--- config.mk ---
export PLATFORM = sky130hd
export DESIGN_NAME = dctmr_top
export DESIGN_NICKNAME = d
export VERILOG_FILES = /design/src/rtl/dctmr_pkg.sv /design/src/rtl/dctmr_prescale.sv /design/src/rtl/dctmr_counter.sv /design/src/rtl/dctmr_flag.sv /design/src/rtl/dctmr_top.sv
export SDC_FILE = /design/constraint.sdc
export NUM_CORES = 1
export LEC_CHECK = 0
export ABC_AREA = 1
export BUFFER_PORTS_ARGS = -buffer_cell sky130_fd_sc_hd__buf_2
export CAP_MARGIN = 20
export CORE_MARGIN = 2
export CORE_UTILIZATION = 45
export CTS_CLUSTER_DIAMETER = 30
export DETAILED_ROUTE_END_ITERATION = 8
export GPL_TIMING_DRIVEN = 1
export PLACE_DENSITY = 0.7
export SYNTH_ARGS = -nofsm -noshare
export SYNTH_HDL_FRONTEND = slang
export SYNTH_HIERARCHICAL = 1
export SYNTH_SLANG_ARGS = --single-unit
--- constraint.sdc ---
create_clock -name clk -period 3 [get_ports clk]
set_input_delay 0.45 -clock clk [delete_from_list [all_inputs] [get_ports clk]]
set_output_delay 0.45 -clock clk [all_outputs]
set_load 0.05 [all_outputs]
--- src/rtl/dctmr_pkg.sv ---
package dctmr_pkg;
  localparam int DIV_W  = 12;
  localparam int SRC_W  = 2;
  localparam int NSRC   = 1 << SRC_W;
  localparam int CTRL_W = DIV_W + SRC_W + 8;

  localparam logic [2:0] A_CTRL = 3'd0;
  localparam logic [2:0] A_STAT = 3'd1;
  localparam logic [2:0] A_LOAD = 3'd2;
  localparam logic [2:0] A_CMP  = 3'd3;
  localparam logic [2:0] A_CNT  = 3'd4;

  typedef struct packed {
    logic [DIV_W-1:0] div;
    logic [SRC_W-1:0] src;
    logic             swr;
    logic             ovw;
    logic             stop_run;
    logic             wait_run;
    logic             reload;
    logic             cmp_ien;
    logic             start_known;
    logic             run;
  } ctrl_t;
endpackage

--- src/rtl/dctmr_prescale.sv ---
module dctmr_prescale #(
  parameter int DIV_W = 12
) (
  input  logic             clk,
  input  logic             rst_n,
  input  logic             clr,
  input  logic             en,
  input  logic [DIV_W-1:0] div,
  output logic             pulse
);
  logic [DIV_W-1:0] acc_q;

  // >= so that lowering the divider mid-period cannot strand the accumulator
  assign pulse = en && (acc_q >= div);

  always_ff @(posedge clk or negedge rst_n) begin
    if (!rst_n)     acc_q <= '0;
    else if (clr)   acc_q <= '0;
    else if (pulse) acc_q <= '0;
    else if (en)    acc_q <= acc_q + 1'b1;
  end
endmodule

--- src/rtl/dctmr_counter.sv ---
module dctmr_counter #(
  parameter int W = 32
) (
  input  logic         clk,
  input  logic         rst_n,
  input  logic         sw_clr,
  input  logic         load_now,
  input  logic [W-1:0] load_val,
  input  logic         step,
  input  logic         reload,
  input  logic [W-1:0] reload_val,
  input  logic [W-1:0] cmp_val,
  output logic [W-1:0] cnt,
  output logic         match
);
  logic [W-1:0] nxt;

  always_comb begin
    if (cnt == '0) nxt = reload ? reload_val : '1;
    else           nxt = cnt - 1'b1;
  end

  assign match = step && (nxt == cmp_val);

  always_ff @(posedge clk or negedge rst_n) begin
    if (!rst_n)        cnt <= '1;
    else if (sw_clr)   cnt <= '1;
    else if (load_now) cnt <= load_val;
    else if (step)     cnt <= nxt;
  end
endmodule

--- src/rtl/dctmr_flag.sv ---
module dctmr_flag (
  input  logic clk,
  input  logic rst_n,
  input  logic sw_clr,
  input  logic set,
  input  logic w1c,
  output logic flag
);
  always_ff @(posedge clk or negedge rst_n) begin
    if (!rst_n)      flag <= 1'b0;
    else if (sw_clr) flag <= 1'b0;
    else if (set)    flag <= 1'b1;   // a match outranks a clear
    else if (w1c)    flag <= 1'b0;
  end
endmodule

--- src/rtl/dctmr_top.sv ---
module dctmr_top
  import dctmr_pkg::*;
#(
  parameter int CNT_W      = 32,
  parameter int SWR_CYCLES = 4
) (
  input  logic             clk,
  input  logic             rst_n,
  input  logic [2:0]       bus_addr,
  input  logic             wr_en,
  input  logic [CNT_W-1:0] wr_data,
  input  logic             rd_en,
  output logic [CNT_W-1:0] rd_data,
  output logic             rd_valid,
  input  logic [NSRC-1:0]  src_tick,
  input  logic             wait_req,
  input  logic             stop_req,
  output logic             irq
);
  localparam int SWR_W = $clog2(SWR_CYCLES + 1);

  ctrl_t            ctrl_q, ctrl_wr, ctrl_view;
  logic [CNT_W-1:0] load_q, cmp_q, cnt, cnt_ld_val, rd_mux;
  logic [SWR_W-1:0] swr_cnt;
  logic             swr_busy, swr_fire, wr_ok;
  logic             ctrl_wr_en, load_wr_en, cmp_wr_en, stat_clr;
  logic             start_ld, ovw_ld, cnt_load;
  logic             paused, pre_en, step, match, flag;

  assign swr_busy   = (swr_cnt != '0);
  assign swr_fire   = (swr_cnt == SWR_W'(1));
  assign wr_ok      = wr_en && !swr_busy;
  assign ctrl_wr_en = wr_ok && (bus_addr == A_CTRL);
  assign load_wr_en = wr_ok && (bus_addr == A_LOAD);
  assign cmp_wr_en  = wr_ok && (bus_addr == A_CMP);
  assign stat_clr   = wr_ok && (bus_addr == A_STAT) && wr_data[0];
  assign ctrl_wr    = ctrl_t'(wr_data[CTRL_W-1:0]);

  assign start_ld   = ctrl_wr_en && !ctrl_wr.swr && ctrl_wr.run && !ctrl_q.run
                      && ctrl_wr.start_known;
  assign ovw_ld     = load_wr_en && ctrl_q.ovw;
  assign cnt_load   = start_ld || ovw_ld;
  assign cnt_ld_val = ovw_ld ? wr_data : (ctrl_wr.reload ? load_q : '1);

  assign paused = (wait_req && !ctrl_q.wait_run) || (stop_req && !ctrl_q.stop_run);
  assign pre_en = ctrl_q.run && !paused && !swr_busy && !cnt_load && src_tick[ctrl_q.src];

  // register file and soft-reset sequencer
  always_ff @(posedge clk or negedge rst_n) begin
    if (!rst_n) begin
      ctrl_q  <= '0;
      load_q  <= '1;
      cmp_q   <= '1;
      swr_cnt <= '0;
    end else if (swr_fire) begin
      ctrl_q  <= '0;
      load_q  <= '1;
      cmp_q   <= '1;
      swr_cnt <= '0;
    end else begin
      if (swr_busy) swr_cnt <= swr_cnt - 1'b1;
      if (ctrl_wr_en) begin
        if (ctrl_wr.swr) begin
          ctrl_q  <= '0;
          swr_cnt <= SWR_W'(SWR_CYCLES);
        end else begin
          ctrl_q     <= ctrl_wr;
          ctrl_q.swr <= 1'b0;
        end
      end
      if (load_wr_en) load_q <= wr_data;
      if (cmp_wr_en)  cmp_q  <= wr_data;
    end
  end

  dctmr_prescale #(.DIV_W(DIV_W)) i_pre (
    .clk(clk), .rst_n(rst_n), .clr(cnt_load || swr_fire), .en(pre_en),
    .div(ctrl_q.div), .pulse(step)
  );

  dctmr_counter #(.W(CNT_W)) i_cnt (
    .clk(clk), .rst_n(rst_n), .sw_clr(swr_fire), .load_now(cnt_load),
    .load_val(cnt_ld_val), .step(step), .reload(ctrl_q.reload),
    .reload_val(load_q), .cmp_val(cmp_q), .cnt(cnt), .match(match)
  );

  dctmr_flag i_flag (
    .clk(clk), .rst_n(rst_n), .sw_clr(swr_fire), .set(match), .w1c(stat_clr),
    .flag(flag)
  );

  assign irq = flag && ctrl_q.cmp_ien;

  always_comb begin
    ctrl_view     = ctrl_q;
    ctrl_view.swr = swr_busy;
    case (bus_addr)
      A_CTRL:  rd_mux = CNT_W'(ctrl_view);
      A_STAT:  rd_mux = CNT_W'(flag);
      A_LOAD:  rd_mux = load_q;
      A_CMP:   rd_mux = cmp_q;
      A_CNT:   rd_mux = cnt;
      default: rd_mux = '0;
    endcase
  end

  always_ff @(posedge clk or negedge rst_n) begin
    if (!rst_n) begin
      rd_valid <= 1'b0;
      rd_data  <= '0;
    end else begin
      rd_valid <= rd_en;
      if (rd_en) rd_data <= rd_mux;
    end
  end
endmodule

==> results_dict.tcl, run 1 <==
set metrics [dict create \
    yosys_register_bits 166 \
    cap_violations 0 \
    fmax_ghz 0.364 \
    grt_max_degree 65 \
    wirelength_um 37700 \
    status "finished, final reports clean" \
    yosys-top-cells-count "nand2_1, nor2_1, inv_1" \
    synth_top_cell_area_share 0.226 \
    synthTopCellsByArea "dfstp_2, nand2_1, dfrtp_1" \
    worstMarginPinSlew_ns 1.08 \
    grt_pass1_vias 10900 \
    portBuffers 78 \
    synth_ff_type "dfstp_2" \
    io_pins 79 \
    powerDensity_nw_per_um2 714 \
    async_flop_share 1.00 \
    syn-num-nets 1734 \
    vias 11100 \
    wl_per_cell_um 18.1 \
    critical_path_arrival_ns 3.12 \
    synth_area_leader_cell "dfstp_2" \
    skew_ns 0.0114 \
    rr_worst_depth 18 \
    syn_area_um2 11200 \
    nNetsFinal 1808 \
    end_kind "flip-flop" \
    synth_cell_types 42 \
    critPathBufInv 4 \
    r2r_slack_ns 0.26 \
    area_growth_pct 12.8 \
    rows 57 \
    core_um2 24300 \
    crit_slowest_cell "dfstp_2" \
    reg2reg_to "i_flag/flag" \
    die_w_um 161 \
    die-area_um2 26100 \
    fill_cells 2451 \
    ys_seq_area_frac 0.383 \
    insertion_delay_ns 0.44 \
    clk_pin_slew_ns 0.07 \
    die_h_um 161 \
    critical_path.most_common_cell "nand2_1" \
    cts-root-buf "clkbuf_16" \
    syn_area_per_cell_um2 6.67 \
    cpPeakStageDelay_ns 0.55 \
    vdd_ir_drop_max_uv 416 \
    routed_via_density 5.34 \
    drive_above_1_share 0.173 \
    critical_path_class "reg2reg" \
    p_leak_uw 0.00649 \
    route.detailed.drc 0 \
    dp_hpwl_um 27700 \
    gp_congestion 0.980 \
    clockBufferDepth 2 \
    start_util 0.459 \
    start_kind "flip-flop" \
    min_period_ns 2.74 \
    period_share 0.915 \
    yosysWarnings 6 \
    first_pass_iters 5 \
    synthCells 1671 \
    grt_usage 0.297 \
    clock-sinks 166 \
    crit_chain "inv_1 > ha_1 > nand2_1 > nor2_1 > nand2_1 > inv_1 > nand2_4 > buf_4 > nand3_1 > nand3b_1 > nand2_1 > nor2_1 > nand2_1 > nor2_1 > nand2_1 > nor2_1 > inv_1 > a21oi_2" \
    slew_headroom 0.281 \
    antenna_found_initial 0 \
    place_ws_ns 0.0916 \
    crit_path_start "i_cnt/cnt[0]" \
    diodes 0 \
    fin_tns_setup_ns 0 \
    grt_overflow 0 \
    numCtsBuffers 17 \
    postRouteAntennaNets 0 \
    setup_ws_ns 0.256 \
    rsz0062_at_grt "false" \
    drt_iter0_drc 1113 \
    cts_tree "built" \
    crit_fanout 8 \
    drv_slew 0 \
    setup_viol 0 \
    cp.required_ns 3.37 \
    synth_edf_count 0 \
    r2r-start "i_cnt/cnt[0]" \
    htree_levels 4 \
    synth.most_common_cell "nand2_1" \
    grt_pass1_wl_um 59800 \
    finalHoldViolations 0 \
    hp-class "in2async" \
    path_delay_family "simple AND/OR/NAND/NOR gates" \
]
-- report_power, final --
group	total, µW	internal [µW]	switching [µW]
Clock	2350	1270	1080
Sequential	3570	3050	524
Combinational	3070	917	2150
-- flip-flops by register name, indices dropped and copies added (netlist names) --
signal / count
cmp_q: 32
i_cnt/cnt: 32
load_q: 32
rd_data: 32
ctrl_q: 21
i_pre/acc_q: 12
swr_cnt: 3
i_flag/flag: 1
rd_valid: 1
-- worst max path at each step --
stage / endpoint / slack [ns] / depth (start not counted)
floorplan: i_cnt/cnt[18] / 0.51 / 14
global placement: i_flag/flag / 0.01 / 16
detailed placement: i_flag/flag / 0.09 / 16
CTS: i_flag/flag / 0.06 / 16
global route: i_cnt/cnt[15] / 0.03 / 14
finish: i_flag/flag / 0.26 / 18
-- per-layer routing --
layer	global-route usage	share of wire	routed length (µm)
met5	0	0	0
met3	0.0514	0.066	2490
met1	0.413	0.45	16800
met4	0.0938	0.026	993
met2	0.475	0.46	17400
-- layout make-up --
type / instances / area [µm²] / share of cell area
clock inverters: 14 / 181 / 0.0144
well taps: 324 / 405 / 0.0322
multi-input cells: 1265 / 5900 / 0.469
inverters: 177 / 667 / 0.0530
flip-flops and latches: 166 / 4270 / 0.340
clock buffers: 18 / 429 / 0.0341
repair buffers: 118 / 722 / 0.0574
-- logic make-up (layout without fill, tap and decap cells) --
kind of cell             after synthesis  after routing  synth area share
XOR/XNOR                              12             12           0.00942
buffers and inverters                240            327            0.0903
AND/OR/NAND/NOR                     1020           1020             0.385
adder cells (fa/ha/maj)               18             18            0.0202
flip-flops                           166            166             0.383
AO/OA/AOI/OAI                        215            215             0.112
-- per-stage QoR --
step | std cells | utilization | hold slack [ns] | power, µW | cell area, µm²
2_1_floorplan | 1671 | - | 0.154 | 5550 | 11200
3_3_place_gp | 2046 | 0.490 | 0.459 | 6530 | 11900
3_5_place_dp | 2046 | 0.490 | 0.462 | 6590 | 11900
4_1_cts | 2078 | 0.515 | 0.00523 | 8970 | 12500
5_1_grt | 2082 | 0.517 | 0.0257 | 9510 | 12600
6_report | 2082 | 0.517 | 0.00553 | 8990 | 12600
-- layout by cell type (no fill, tap or decap), types with 7 or more instances in the layout --
cell type and instances:
a21oi_1 23, a22oi_1 17, a32oi_1 14, buf_2 77, buf_4 38, clkbuf_16 17, dfrtp_1 70, dfstp_2 96
ha_1 18, inv_1 168, inv_2 7, nand2_1 621, nand2_2 13, nand3_1 109, nand3b_1 14, nand4_1 14
nor2_1 209, nor2_4 11, o21ai_0 96, o21ai_1 42, o21bai_1 7, xor2_1 10
-- timing repair --
item	in CTS	in global routing
endpoints found under the hold margin	0	0
hold buffers	0	0
resized for setup	0	7
setup buffers	0	4
setup endpoints to repair	0	15
Note: power is estimated with default switching activity, not from simulation.
==> inputs of run 2 (changes only) <==
--- a/config.mk
+++ b/config.mk
@@ -13,8 +13,7 @@
 export CTS_CLUSTER_DIAMETER = 30
 export DETAILED_ROUTE_END_ITERATION = 8
 export GPL_TIMING_DRIVEN = 1
-export PLACE_DENSITY = 0.7
+export PLACE_DENSITY = 0.71
 export SYNTH_ARGS = -nofsm -noshare
 export SYNTH_HDL_FRONTEND = slang
-export SYNTH_HIERARCHICAL = 1
 export SYNTH_SLANG_ARGS = --single-unit
==> results_dict.tcl, run 2 <==
set metrics [dict create \
    syn_area_per_cell_um2 7.18 \
    cp.required_ns 3.35 \
    hp-class "in2async" \
    numCtsBuffers 17 \
    pwr-share-clk 0.188 \
    postRouteAntennaNets 0 \
    grt_usage 0.297 \
    yosysWarnings 0 \
    most-common-layout-cells "nand2_1, o21ai_0, nor2_1" \
    cts_tree "built" \
    grt_max_degree 65 \
    dp_hpwl_um 26300 \
    cpPeakStageDelay_ns 0.36 \
    period_share 0.906 \
    rows 55 \
    antenna_found_initial 0 \
    portBuffers 78 \
    routed_via_density 5.68 \
    p_sw_uw 5300 \
    skew_ns 0.0139 \
    vias 10400 \
    die_w_um 156 \
    yosys_register_bits 166 \
    grt_pass1_wl_um 55900 \
    area_growth_pct 14.0 \
    cp.depth 17 \
    drive_above_1_share 0.203 \
    die-area_um2 24500 \
    syn_area_um2 10500 \
    wl_met2_um 16200 \
    first_pass_iters 6 \
    synthTopCellsByArea "dfstp_2, dfrtp_1, nand2_1" \
    p_leak_uw 0.00555 \
    cap_violations 0 \
    fill_cells 2262 \
    synth.most_common_cell "nand2_1" \
    seq_area_um2 4270 \
    dr_wl_met3_um 2390 \
    critical_path.most_common_cell "nand2_1" \
    critical_path_class "reg2reg" \
    ys_seq_area_frac 0.409 \
    clk_pin_slew_ns 0.07 \
    slew_headroom 0.407 \
    wirelength_um 34900 \
    clockBufferDepth 2 \
    insertion_delay_ns 0.44 \
    start_kind "flip-flop" \
    violations "hold timing" \
    powerDensity_nw_per_um2 973 \
    multiInputGateArea_um2 5330 \
    path_delay_family "simple AND/OR/NAND/NOR gates" \
    grt_overflow 0 \
    critPathBufInv 2 \
    io_pins 79 \
    crit_fanout 18 \
    nNetsFinal 1599 \
    synthCells 1455 \
    cts_hold_buf 0 \
    core_um2 22700 \
    p_sw_frac 0.457 \
    gp_congestion 0.965 \
    crit_chain "inv_1 > ha_1 > nand2_1 > nor2_1 > nand2_1 > nor2_1 > nand2_4 > nor2_4 > buf_12 > nand2_1 > nand3b_1 > nand2_1 > nor2_1 > nand2_1 > nor2_1 > nand4_1 > a21oi_1" \
    wl_per_cell_um 19.0 \
    htree_levels 4 \
    wl_met1_um 15500 \
    finalHoldViolations 2 \
    power_uw 11600 \
    vdd_ir_drop_max_uv 430 \
    top_layer_used "met4" \
    clock-sinks 166 \
    status "complete, but fails checks" \
    cts-root-buf "clkbuf_16" \
    route.detailed.drc 0 \
    layout_commonest_cell "nand2_1" \
    drv_slew 0 \
    drt_iter0_drc 1090 \
    rr_worst_depth 17 \
    synth_ff_type "dfstp_2" \
    die_h_um 156 \
    synth_cell_types 41 \
    crit_slowest_cell "dfstp_2" \
    synth_area_leader_cell "dfstp_2" \
    synth_edf_count 0 \
    setup_viol 0 \
    internal_power_uw 6300 \
    syn-num-nets 1518 \
    min_period_ns 2.72 \
    yosys-top-cells-count "nand2_1, o21ai_0, nor2_1" \
    diodes 0 \
    critical_path_arrival_ns 3.07 \
    p_seq_frac 0.362 \
    combPwrFrac 0.451 \
    grt_pass1_vias 10100 \
    async_flop_share 1.00 \
    start_util 0.460 \
    hold_slack_ns -0.00191 \
    end_kind "flip-flop" \
    synth_top_cell_area_share 0.241 \
    fmax_ghz 0.368 \
    worstMarginPinSlew_ns 0.889 \
]
## run 2: cell count changes after synthesis, moves of 14 or more
cell,change
nand2_1,-282
o21ai_0,+94
o22ai_1,+46
nor2_1,-35
o21ai_1,-22
mux2_2,+20
clkbuf_1,+19
a22oi_1,-17
a32oi_1,-14
inv_1,-14
## run 2: logic make-up (layout without fill, tap and decap cells)
group	Yosys count	after routing	share of synthesized area
compound gates	317	317	0.166
xor+xnor	14	14	0.0117
fa+ha+maj	18	18	0.0215
buf+inv	227	321	0.0840
flops	166	166	0.409
mux	21	21	0.0225
simple gates	692	692	0.285
## run 2: area by class of cell
| class | count | area share |
|---|---|---|
| clock buffer | 17 | 0.0357 |
| multi-input combinational | 1062 | 0.447 |
| tap | 285 | 0.0299 |
| inverter | 170 | 0.0537 |
| sequential | 166 | 0.359 |
| clock inverter | 15 | 0.0120 |
| timing repair buffer | 119 | 0.0633 |
## run 2: path summary, 6_finish.rpt
kind	startpoint	to	slack, ns
worst max-delay path	i_cnt.cnt[1]	i_flag.flag	0.28
worst min-delay path	rst_n	ctrl_q[3]	-0.002
worst max register to register	i_cnt.cnt[1]	i_flag.flag	0.28
worst min register to register	load_q[25]	load_q[25]	0.49
max in group asynchronous	rst_n	i_pre.acc_q[9]	2.23
min in group clk	wr_data[4]	ctrl_q[4]	0.26
## run 2: through the flow
| stage | utilization | setup TNS [ns] | area [µm²] | cells | worst slack (ns) |
|---|---|---|---|---|---|
| after detailed placement | 0.499 | 0 | 11300 | 1801 | 0.0609 |
| final | 0.525 | 0 | 11900 | 1834 | 0.283 |
| after global routing | 0.525 | -0.0251 | 11900 | 1834 | -0.0251 |
| after floorplan | - | 0 | 10500 | 1455 | 0.710 |
| after global placement | 0.499 | 0 | 11300 | 1801 | 0.0366 |
| after CTS | 0.524 | 0 | 11900 | 1833 | 0.0399 |
## run 2: routing by layer
layer / vias up / track usage
met4: 0 / 0.0896
met3: 54 / 0.0421
met1: 4933 / 0.414
met5: - / 0
li1: 4966 / -
met2: 456 / 0.480
## run 2: power by group through the flow
stage                     registers, µW  clock network, µW  logic, µW
final                              4200               2170       5230
after floorplan                    4330                  0       3340
after CTS                          4180               2210       5180
after global placement             4200                  0       5060
after detailed placement           4200                  0       5150
after global routing               4300               2300       5880
## run 2: timing repair
item	4_1_cts	5_1_grt
setup buffers	0	1
gates resized for setup	0	2
endpoints found under the setup margin	0	1
